## src/rtl/refclk_pkg.sv

```systemverilog
package refclk_pkg;
   localparam int REG_W    = 32;
   localparam int SEL_W    = 4;
   localparam int STAT_BIT = 8;
   localparam int SW_BIT   = 9;
   localparam int OE_BIT   = 12;
   localparam int ON_BIT   = 15;
   localparam int DIV_LSB  = 16;
   localparam int TRIM_LSB = 23;

   typedef enum logic [1:0] {
      OP_WRITE = 2'd0,
      OP_CLR   = 2'd1,
      OP_SET   = 2'd2,
      OP_NONE  = 2'd3
   } reg_op_e;

   function automatic logic [REG_W-1:0] apply_op(reg_op_e op, logic [REG_W-1:0] old_v,
                                                logic [REG_W-1:0] wd);
      case (op)
         OP_WRITE: apply_op = wd;
         OP_CLR:   apply_op = old_v & ~wd;
         OP_SET:   apply_op = old_v | wd;
         default:  apply_op = old_v;
      endcase
   endfunction
endpackage

```

## src/rtl/refclk_regs.sv

```systemverilog
module refclk_regs
   import refclk_pkg::*;
#(
   parameter int DIV_W  = 15,
   parameter int TRIM_W = 9
) (
   input  logic              clk,
   input  logic              rst_n,
   input  logic              wr_en,
   input  logic [4:0]        addr,
   input  logic [REG_W-1:0]  wdata,
   input  logic              sw_done,
   input  logic              active,
   output logic [REG_W-1:0]  rdata,
   output logic [SEL_W-1:0]  sel,
   output logic              on,
   output logic              oe,
   output logic              sw_req,
   output logic [DIV_W-1:0]  div,
   output logic [TRIM_W-1:0] trim
);
   localparam logic [REG_W-1:0] DIV_MASK  = REG_W'(((64'd1 << DIV_W) - 1) << DIV_LSB);
   localparam logic [REG_W-1:0] TRIM_MASK = REG_W'(((64'd1 << TRIM_W) - 1) << TRIM_LSB);
   localparam logic [REG_W-1:0] CTRL_MASK = DIV_MASK | (REG_W'(1) << ON_BIT)
                                          | (REG_W'(1) << OE_BIT) | REG_W'((1 << SEL_W) - 1);

   logic [REG_W-1:0] ctrl_q, trim_q;
   logic             req_q;
   reg_op_e          op;
   logic             hit_ctrl, hit_trim, sw_set;

   always_comb begin
      case (addr[3:2])
         2'd0:    op = OP_WRITE;
         2'd1:    op = OP_CLR;
         2'd2:    op = OP_SET;
         default: op = OP_NONE;
      endcase
   end

   assign hit_ctrl = wr_en && !addr[4];
   assign hit_trim = wr_en &&  addr[4];
   assign sw_set   = hit_ctrl && wdata[SW_BIT] && (op == OP_WRITE || op == OP_SET);

   always_ff @(posedge clk) begin
      if (!rst_n) begin
         ctrl_q <= '0;
         trim_q <= '0;
         req_q  <= 1'b0;
      end else begin
         if (hit_ctrl) ctrl_q <= apply_op(op, ctrl_q, wdata) & CTRL_MASK;
         if (hit_trim) trim_q <= apply_op(op, trim_q, wdata) & TRIM_MASK;
         req_q <= (req_q && !sw_done) || sw_set;
      end
   end

   assign sel    = ctrl_q[SEL_W-1:0];
   assign on     = ctrl_q[ON_BIT];
   assign oe     = ctrl_q[OE_BIT];
   assign div    = ctrl_q[DIV_LSB +: DIV_W];
   assign trim   = trim_q[TRIM_LSB +: TRIM_W];
   assign sw_req = req_q;

   always_comb begin
      rdata = addr[4] ? trim_q : ctrl_q;
      if (!addr[4]) begin
         rdata[SW_BIT]   = req_q;
         rdata[STAT_BIT] = active;
      end
   end
endmodule

```

## src/rtl/refclk_srcsel.sv

```systemverilog
module refclk_srcsel
   import refclk_pkg::*;
#(
   parameter int          CODE_SYS = 0,
   parameter int          CODE_PLL = 7,
   parameter int          CODE_EXT = 8,
   parameter bit          HAS_EXT  = 1'b1
) (
   input  logic [SEL_W-1:0] sel,
   input  logic             sys_tick,
   input  logic             pll_tick,
   input  logic             ext_tick,
   output logic             tick
);
   logic ext_hit;

   generate
      if (HAS_EXT) begin : g_ext
         assign ext_hit = (sel == SEL_W'(CODE_EXT)) && ext_tick;
      end else begin : g_no_ext
         assign ext_hit = 1'b0;
      end
   endgenerate

   assign tick = ((sel == SEL_W'(CODE_SYS)) && sys_tick)
              || ((sel == SEL_W'(CODE_PLL)) && pll_tick)
              || ext_hit;
endmodule

```

## src/rtl/refclk_fracdiv.sv

```systemverilog
module refclk_fracdiv #(
   parameter int DIV_W  = 15,
   parameter int TRIM_W = 9
) (
   input  logic              clk,
   input  logic              rst_n,
   input  logic              on,
   input  logic              tick,
   input  logic              sw_req,
   input  logic [DIV_W-1:0]  div_new,
   input  logic [TRIM_W-1:0] trim_new,
   output logic              phase,
   output logic              active,
   output logic              sw_done,
   output logic [DIV_W-1:0]  div_act,
   output logic [DIV_W:0]    cnt
);
   logic [TRIM_W-1:0] trim_act, acc;
   logic              stretch;
   logic [DIV_W:0]    last_cnt;
   logic              bypass, boundary;

   assign bypass   = (div_act == '0);
   assign last_cnt = {1'b0, div_act} + (DIV_W+1)'(stretch) - (DIV_W+1)'(1);
   assign boundary = on && !bypass && tick && (cnt == last_cnt);
   assign sw_done  = sw_req && (boundary || !on || bypass);

   always_ff @(posedge clk) begin
      if (!rst_n) begin
         div_act  <= '0;
         trim_act <= '0;
         cnt      <= '0;
         acc      <= '0;
         stretch  <= 1'b0;
         phase    <= 1'b0;
         active   <= 1'b0;
      end else begin
         active <= on;
         if (!on) begin
            cnt     <= '0;
            acc     <= '0;
            stretch <= 1'b0;
            phase   <= 1'b0;
         end else if (bypass) begin
            phase <= tick;
            cnt   <= '0;
         end else if (tick) begin
            if (boundary) begin
               phase          <= !phase;
               cnt            <= '0;
               {stretch, acc} <= {1'b0, acc} + {1'b0, trim_act};
            end else begin
               cnt <= cnt + 1'b1;
            end
         end
         if (sw_done) begin
            div_act  <= div_new;
            trim_act <= trim_new;
         end
      end
   end
endmodule

```

## src/rtl/refclk_gen.sv

```systemverilog
module refclk_gen
   import refclk_pkg::*;
#(
   parameter int DIV_W    = 15,
   parameter int TRIM_W   = 9,
   parameter int CODE_SYS = 0,
   parameter int CODE_PLL = 7,
   parameter int CODE_EXT = 8,
   parameter bit HAS_EXT  = 1'b1
) (
   input  logic        clk,
   input  logic        rst_n,
   input  logic        wr_en,
   input  logic [4:0]  addr,
   input  logic [31:0] wdata,
   output logic [31:0] rdata,
   input  logic        sys_tick,
   input  logic        pll_tick,
   input  logic        ext_tick,
   output logic        ref_out
);
   generate
      if (DIV_W < 1 || DIV_W > 15) begin : g_bad_div
         $error("DIV_W must lie in 1..15");
      end
      if (TRIM_W < 1 || TRIM_W > 9) begin : g_bad_trim
         $error("TRIM_W must lie in 1..9");
      end
   endgenerate

   logic [SEL_W-1:0]  sel_w;
   logic              on_w, oe_w, req_w, sw_done_w, active_w, tick_w, phase_w;
   logic [DIV_W-1:0]  div_w, div_act_w;
   logic [TRIM_W-1:0] trim_w;
   logic [DIV_W:0]    cnt_w;

   refclk_regs #(.DIV_W(DIV_W), .TRIM_W(TRIM_W)) u_regs (
      .clk(clk), .rst_n(rst_n), .wr_en(wr_en), .addr(addr), .wdata(wdata),
      .sw_done(sw_done_w), .active(active_w), .rdata(rdata), .sel(sel_w),
      .on(on_w), .oe(oe_w), .sw_req(req_w), .div(div_w), .trim(trim_w)
   );

   refclk_srcsel #(.CODE_SYS(CODE_SYS), .CODE_PLL(CODE_PLL), .CODE_EXT(CODE_EXT),
                   .HAS_EXT(HAS_EXT)) u_src (
      .sel(sel_w), .sys_tick(sys_tick), .pll_tick(pll_tick), .ext_tick(ext_tick),
      .tick(tick_w)
   );

   refclk_fracdiv #(.DIV_W(DIV_W), .TRIM_W(TRIM_W)) u_div (
      .clk(clk), .rst_n(rst_n), .on(on_w), .tick(tick_w), .sw_req(req_w),
      .div_new(div_w), .trim_new(trim_w), .phase(phase_w), .active(active_w),
      .sw_done(sw_done_w), .div_act(div_act_w), .cnt(cnt_w)
   );

   assign ref_out = phase_w && oe_w && on_w;
endmodule

```

## config.mk

```make
export PLATFORM = sky130hd
export DESIGN_NAME = refclk_gen
export DESIGN_NICKNAME = d
export VERILOG_FILES = /design/src/rtl/refclk_pkg.sv /design/src/rtl/refclk_regs.sv /design/src/rtl/refclk_srcsel.sv /design/src/rtl/refclk_fracdiv.sv /design/src/rtl/refclk_gen.sv
export SDC_FILE = /design/constraint.sdc
export NUM_CORES = 1
export LEC_CHECK = 0
export BUFFER_PORTS_ARGS = -buffer_cell sky130_fd_sc_hd__buf_2
export CELL_PAD_IN_SITES_DETAIL_PLACEMENT = 0
export CELL_PAD_IN_SITES_GLOBAL_PLACEMENT = 1
export CORE_MARGIN = 8
export CORE_UTILIZATION = 43
export CTS_CLUSTER_DIAMETER = 80
export DETAILED_ROUTE_END_ITERATION = 12
export PLACE_DENSITY_LB_ADDON = 0.1
export RECOVER_POWER = 100
export SLEW_MARGIN = 0
export SYNTH_ARGS = -nofsm -noshare
export SYNTH_HDL_FRONTEND = slang
export SYNTH_SLANG_ARGS = --single-unit
```

## constraint.sdc

```tcl
create_clock -name clk -period 3.54 [get_ports clk]
set_input_delay 0.708 -clock clk [delete_from_list [all_inputs] [get_ports clk]]
set_output_delay 0.708 -clock clk [all_outputs]
set_load 0.01 [all_outputs]
```

; After elaboration in Yosys (flattened, before gate mapping)
; Index checks and enable logic that the tools add are counted.
[word_totals]
out_inout_bits = 33
regBits = 83
wordCells = 76
input_bits = 43
[op_classes]
addsub = 4
mux = 9
bitwise = 8
eq_ne = 7
reduce_logical = 38
[op_table]
columns = operator, n
row1 = $pmux 32 s3, 1
row2 = $pmux 31 s3, 1
row3 = $and 32x32->32, 1
row4 = $mux 32, 1
row5 = $not 32->32, 1
row6 = $or 32x32->32, 1
row7 = $and 31x31->31, 1
row8 = $or 31x31->31, 1
row9 = $add 15x1->16, 1
row10 = $add 16x1->16 const B, 1
row11 = $eq 16x16->1, 1
row12 = $mux 16, 1
row13 = $sub 16x1->16 const B, 1
row14 = $logic_not 15->1, 1
row15 = $logic_and 1x1->1, 14
row16 = $add 9x9->10, 1
row17 = $reduce_and 2->1, 4
row18 = $logic_or 1x1->1, 6
row19 = $pmux 2 s3, 1
row20 = $logic_not 1->1, 5
row21 = $eq 2x1->1 const B, 2
row22 = $eq 2x2->1 const B, 2
row23 = $eq 4x3->1 const B, 1
row24 = $eq 4x4->1 const B, 1
row25 = other kinds (9), 15

; Longest topological paths before layout
[logic_depth]
depth_word = 12
depth_mapped = 13
depth_no_buf = 11

; Cells and area by module
; A second synthesis with hierarchy kept.
[unflattened]
cells_unflattened = 523
area_unflattened_um2 = 4682.0
[modules_own_cells]
columns = module, n_inst, seq_area_each_um2, area_each_um2, cells_per_inst
row1 = refclk_fracdiv, 1, 1041.0, 2965.3, 340
row2 = refclk_regs, 1, 620.6, 1680.4, 177
row3 = refclk_srcsel, 1, 0.0, 30.0, 5
row4 = refclk_gen, 1, 0.0, 6.3, 1

; Least setup slack after synthesis
; Ideal clock, no wire load.
[synth_timing]
path_type = flip-flop to flip-flop
startpoint = register u_div.div_act[0]
endpoint = register u_div.div_act[11]
n_path_buf = 2
setup_time_ns = 0.128
period_less_slack_ns = 3.088
stages_incl_launch_ff = 14
path_slack_ns = 0.452
t_required_ns = 3.412
arrival_ns = 2.960
cell_sequence = dfxtp_1 -> inv_1 -> ha_1 -> ha_1 -> or3b_4 -> or4_1 -> a21bo_1 -> a211oi_1 -> nand4_1 -> o41a_1 -> buf_6 -> buf_6 -> nand3_1 -> o21ai_1
[synth_between]
elab_chain_len = 8
word_cells_on_any_way = 11
classes_between = 2 x add/sub / 1 x eq/ne / 8 x reduce/logical
[synth_rtl]
columns = element, line_no
row1 = "start, declared", refclk_fracdiv.sv:15  ; output logic [DIV_W-1:0] div_act,
row2 = "start signal, assigned", refclk_fracdiv.sv:57  ; div_act <= div_new;
row3 = "parallel branches: the longest is 6 deep, another holds $add 15x1->16", n/a
row4 = $logic_or 1x1->1 *, refclk_fracdiv.sv:26  ; assign sw_done = sw_req && (boundary || !on || bypass);
row5 = $logic_and 1x1->1 *, refclk_fracdiv.sv:26
; Mark *: on every way between the ends.
; A chain may end at the register's enable or synchronous reset.

; Final worst setup path
[layout_timing]
startpoint = register u_div.div_act[0]
endpoint = register u_div.trim_act[3]
[layout_between]
elab_chain_len = 8
word_cells_on_any_way = 11
classes_between = 2 x add/sub / 1 x eq/ne / 8 x reduce/logical
[layout_rtl]
columns = element, line_no
row1 = "parallel branches: the longest is 6 deep, another holds $add 15x1->16", n/a
row2 = $logic_or 1x1->1 *, refclk_fracdiv.sv:26
row3 = $logic_and 1x1->1 *, refclk_fracdiv.sv:26
row4 = "end signal, assigned", refclk_fracdiv.sv:58  ; trim_act <= trim_new;
row5 = "end, declared", refclk_fracdiv.sv:18  ; logic [TRIM_W-1:0] trim_act, acc;
; Marked as above.

==> impl_metrics.toml <==
[worst_setup_path]
path_cells = "inv_1, ha_1, ha_1, or3b_4, or4_1, a21bo_1, a211oi_1, nand4_1, o41a_2, buf_12, nand3_1, o21ai_0"
r2r-start = "u_div.div_act[0]"
cp_data_arrival_time_ns = 3.54
r2r_end = "u_div.trim_act[3]"
cp_top_family = "simple AND/OR/NAND/NOR gates"
crit_top_cell = "ha_1"
slowest_stage = "o41a_2"
path_class = "reg2reg"
path_max_fanout = 48
rrSetupSlack_ns = 0.23
crit_buf_inv = 2
rr_worst_depth = 12
start_kind = "flip-flop"
cp-end-kind = "flip-flop"
cp.required_ns = 3.78
slowest_delay_ns = 0.49

[place]
hpwl_um = 8370
gp_congestion = 0.905
place_inst = 707
port_buffers = 56
pre_cts_ws_ns = 0.287

[hold_path]
holdPathStages = 2
min-delay-start = "u_div.trim_act[6]"
hold_path.class = "reg2reg"
whs_endpoint = "u_div.trim_act[6]"

[grt]
gr-total-overflow = 0
grt_pass1_vias = 3821
grt_max_degree = 61
grt_usage_pct = 16.2
grt_pass1_wl_um = 19200
antenna_found_initial = 0

[floorplan]
die_w_um = 120
ios = 76
fp.dieArea_sq_mm = 0.0143
start_util_pct = 43.4
rows = 38
die_h_um = 120
core_sq_mm = 0.0107

[drt]
firstDrtPassIters = 5
drt_wl_total_um = 11300
antenna_left = 0
drt_iter0_drc = 205
drc = 0
num_vias = 3890
viasPerCell = 5.38
wire_per_inst_um = 15.7

[cts]
clk_latency_ns = 0.35
cts.sinks = 83
cts-hold-fix-buffers = 0
clkTransAtPathRegs_ns = 0.08
post_cts_buffers = 0
cts_inserted_buffers = 9
cts_resized = 0
cts_tree = "built"
clock-root-buffer = "clkbuf_8"
clock_path_buffers = 2
htree_levels = 3

[timing]
clock_skew_ns = 0.0110
tightest_slew_ns = 1.47
hold_ws_ns = 0.470
finalWorstSetupSlack_ns = 0.234
slew_headroom_pct = 1.86
min_period_ns = 3.31
slew_violations = 0
rsz0062_at_grt = "no"
setup_viol = 0
fmax_ghz = 0.302
tns_ns = 0
hold_violations = 0
timing.final.crit_share_pct = 93.4

[layout]
stdcell_count = 723
most-common-layout-cells = "dfxtp_1, o21ai_0, nand2_1, nor2_1"
nets = 634
area_delta_synth_final_pct = 9.87
nFillCells = 1094
layout-drive-gt1-share_pct = 13.4
post-route-util_pct = 47.7
final_common_cell = "dfxtp_1"
diodes = 0

[job]
maxCapViolations = 0

[pwr]
ir_drop_mv = 0.177
powerDensity_mw_per_mm2 = 354
power_leakage_uw = 0.00183

[status]
status = "completed"

[yosys]
synth_cells = 539
syn-cell-area_sq_mm = 0.00463
synth_edf_count = 0
synth_cell_types = 66
ys_seq_area_share_pct = 35.9
synth-seq-cells = 83
avgSynthCellArea_sq_um = 8.58
synthArstFlopShare_pct = 0
ys.flop_type = "dfxtp_1"
yosysWarnings = 0
-- synth_stat cells, drive strengths merged (17+ instances only) --
| cell | number | area (sq um) |
|---|---|---|
| xnor2 | 24 | 210 |
| nand2 | 50 | 188 |
| xor2 | 17 | 149 |
| a32o | 20 | 200 |
| clkbuf | 23 | 86.3 |
| dfxtp | 83 | 1660 |
| nor2 | 51 | 216 |
| buf | 20 | 161 |
| nand3 | 31 | 175 |
| nor2b | 20 | 125 |
| o21ai | 62 | 325 |
-- sequential cells by signal, summed over array words and instances (netlist names) --
| signal | cells |
|---|---|
| u_regs.ctrl_q | 21 |
| u_div.cnt | 16 |
| u_div.div_act | 15 |
| u_div.acc | 9 |
| u_div.trim_act | 9 |
| u_regs.trim_q | 9 |
| u_div.active | 1 |
| u_div.phase | 1 |
| u_div.stretch | 1 |
| u_regs.sw_req | 1 |
-- worst max-delay path by stage --
stage	start	endpoint	slack [ns]	cells after the start
2_1_floorplan	u_div.div_act[0]	u_div.div_act[11]	0.45	13
3_3_place_gp	u_div.stretch	u_div.div_act[11]	0.30	12
3_5_place_dp	u_div.stretch	u_div.trim_act[3]	0.29	12
4_1_cts	u_div.stretch	u_div.div_act[2]	0.26	12
5_1_grt	u_div.div_act[0]	u_div.trim_act[3]	0.01	12
6_report	u_div.div_act[0]	u_div.trim_act[3]	0.23	12
-- metal layers --
layer,wire [um],track usage [%],vias to the layer above
met2,5090,25.1,101
met4,141,5.00,0
met3,645,4.27,9
met1,5440,21.5,1803
li1,-,-,1977
met5,0,0,-
-- cell type report --
| type | count | area (sq um) | share of cell area, % |
|---|---|---|---|
| Sequential cell | 83 | 1660 | 32.7 |
| Multi-Input combinational cell | 408 | 2660 | 52.3 |
| Clock inverter | 4 | 48.8 | 0.960 |
| Timing Repair Buffer | 64 | 342 | 6.72 |
| Inverter | 12 | 45.0 | 0.886 |
| Clock buffer | 12 | 155 | 3.05 |
| Tap cell | 140 | 175 | 3.45 |
-- per-stage QoR --
| stage | instance area [sq um] | total power (uW) |
|---|---|---|
| 2_1_floorplan | 4650 | 1070 |
| 3_3_place_gp | 4980 | 1120 |
| 3_5_place_dp | 4980 | 1120 |
| 4_1_cts | 5190 | 1830 |
| 5_1_grt | 5080 | 1870 |
| 6_report | 5080 | 1800 |
-- power breakdown --
part / internal, uW / switching (uW) / leakage (uW)
combinational: 49.0 / 86.8 / 0.00105
sequential: 945 / 10.6 / 0.000671
clock: 364 / 344 / 0.000106
-- logic make-up (layout without fill, tap and decap cells) --
logic type | after synthesis | count (layout) | synth area share [%]
flip-flops | 83 | 83 | 35.9
buffers and inverters | 55 | 92 | 6.33
other | 1 | 8 | 0.0810
multiplexers | 18 | 18 | 4.14
AO/OA/AOI/OAI | 123 | 123 | 18.7
XOR/XNOR | 41 | 41 | 7.76
adder cells (fa/ha/maj) | 13 | 13 | 3.68
AND/OR/NAND/NOR | 205 | 205 | 23.4
-- tightest hold or removal path, stage by stage (launching register included) --
cell and delay, ns:
dfxtp_1 0.32, nand3_1 0.06, o21ai_1 0.05
No activity file was read; power rests on OpenSTA's default activity.
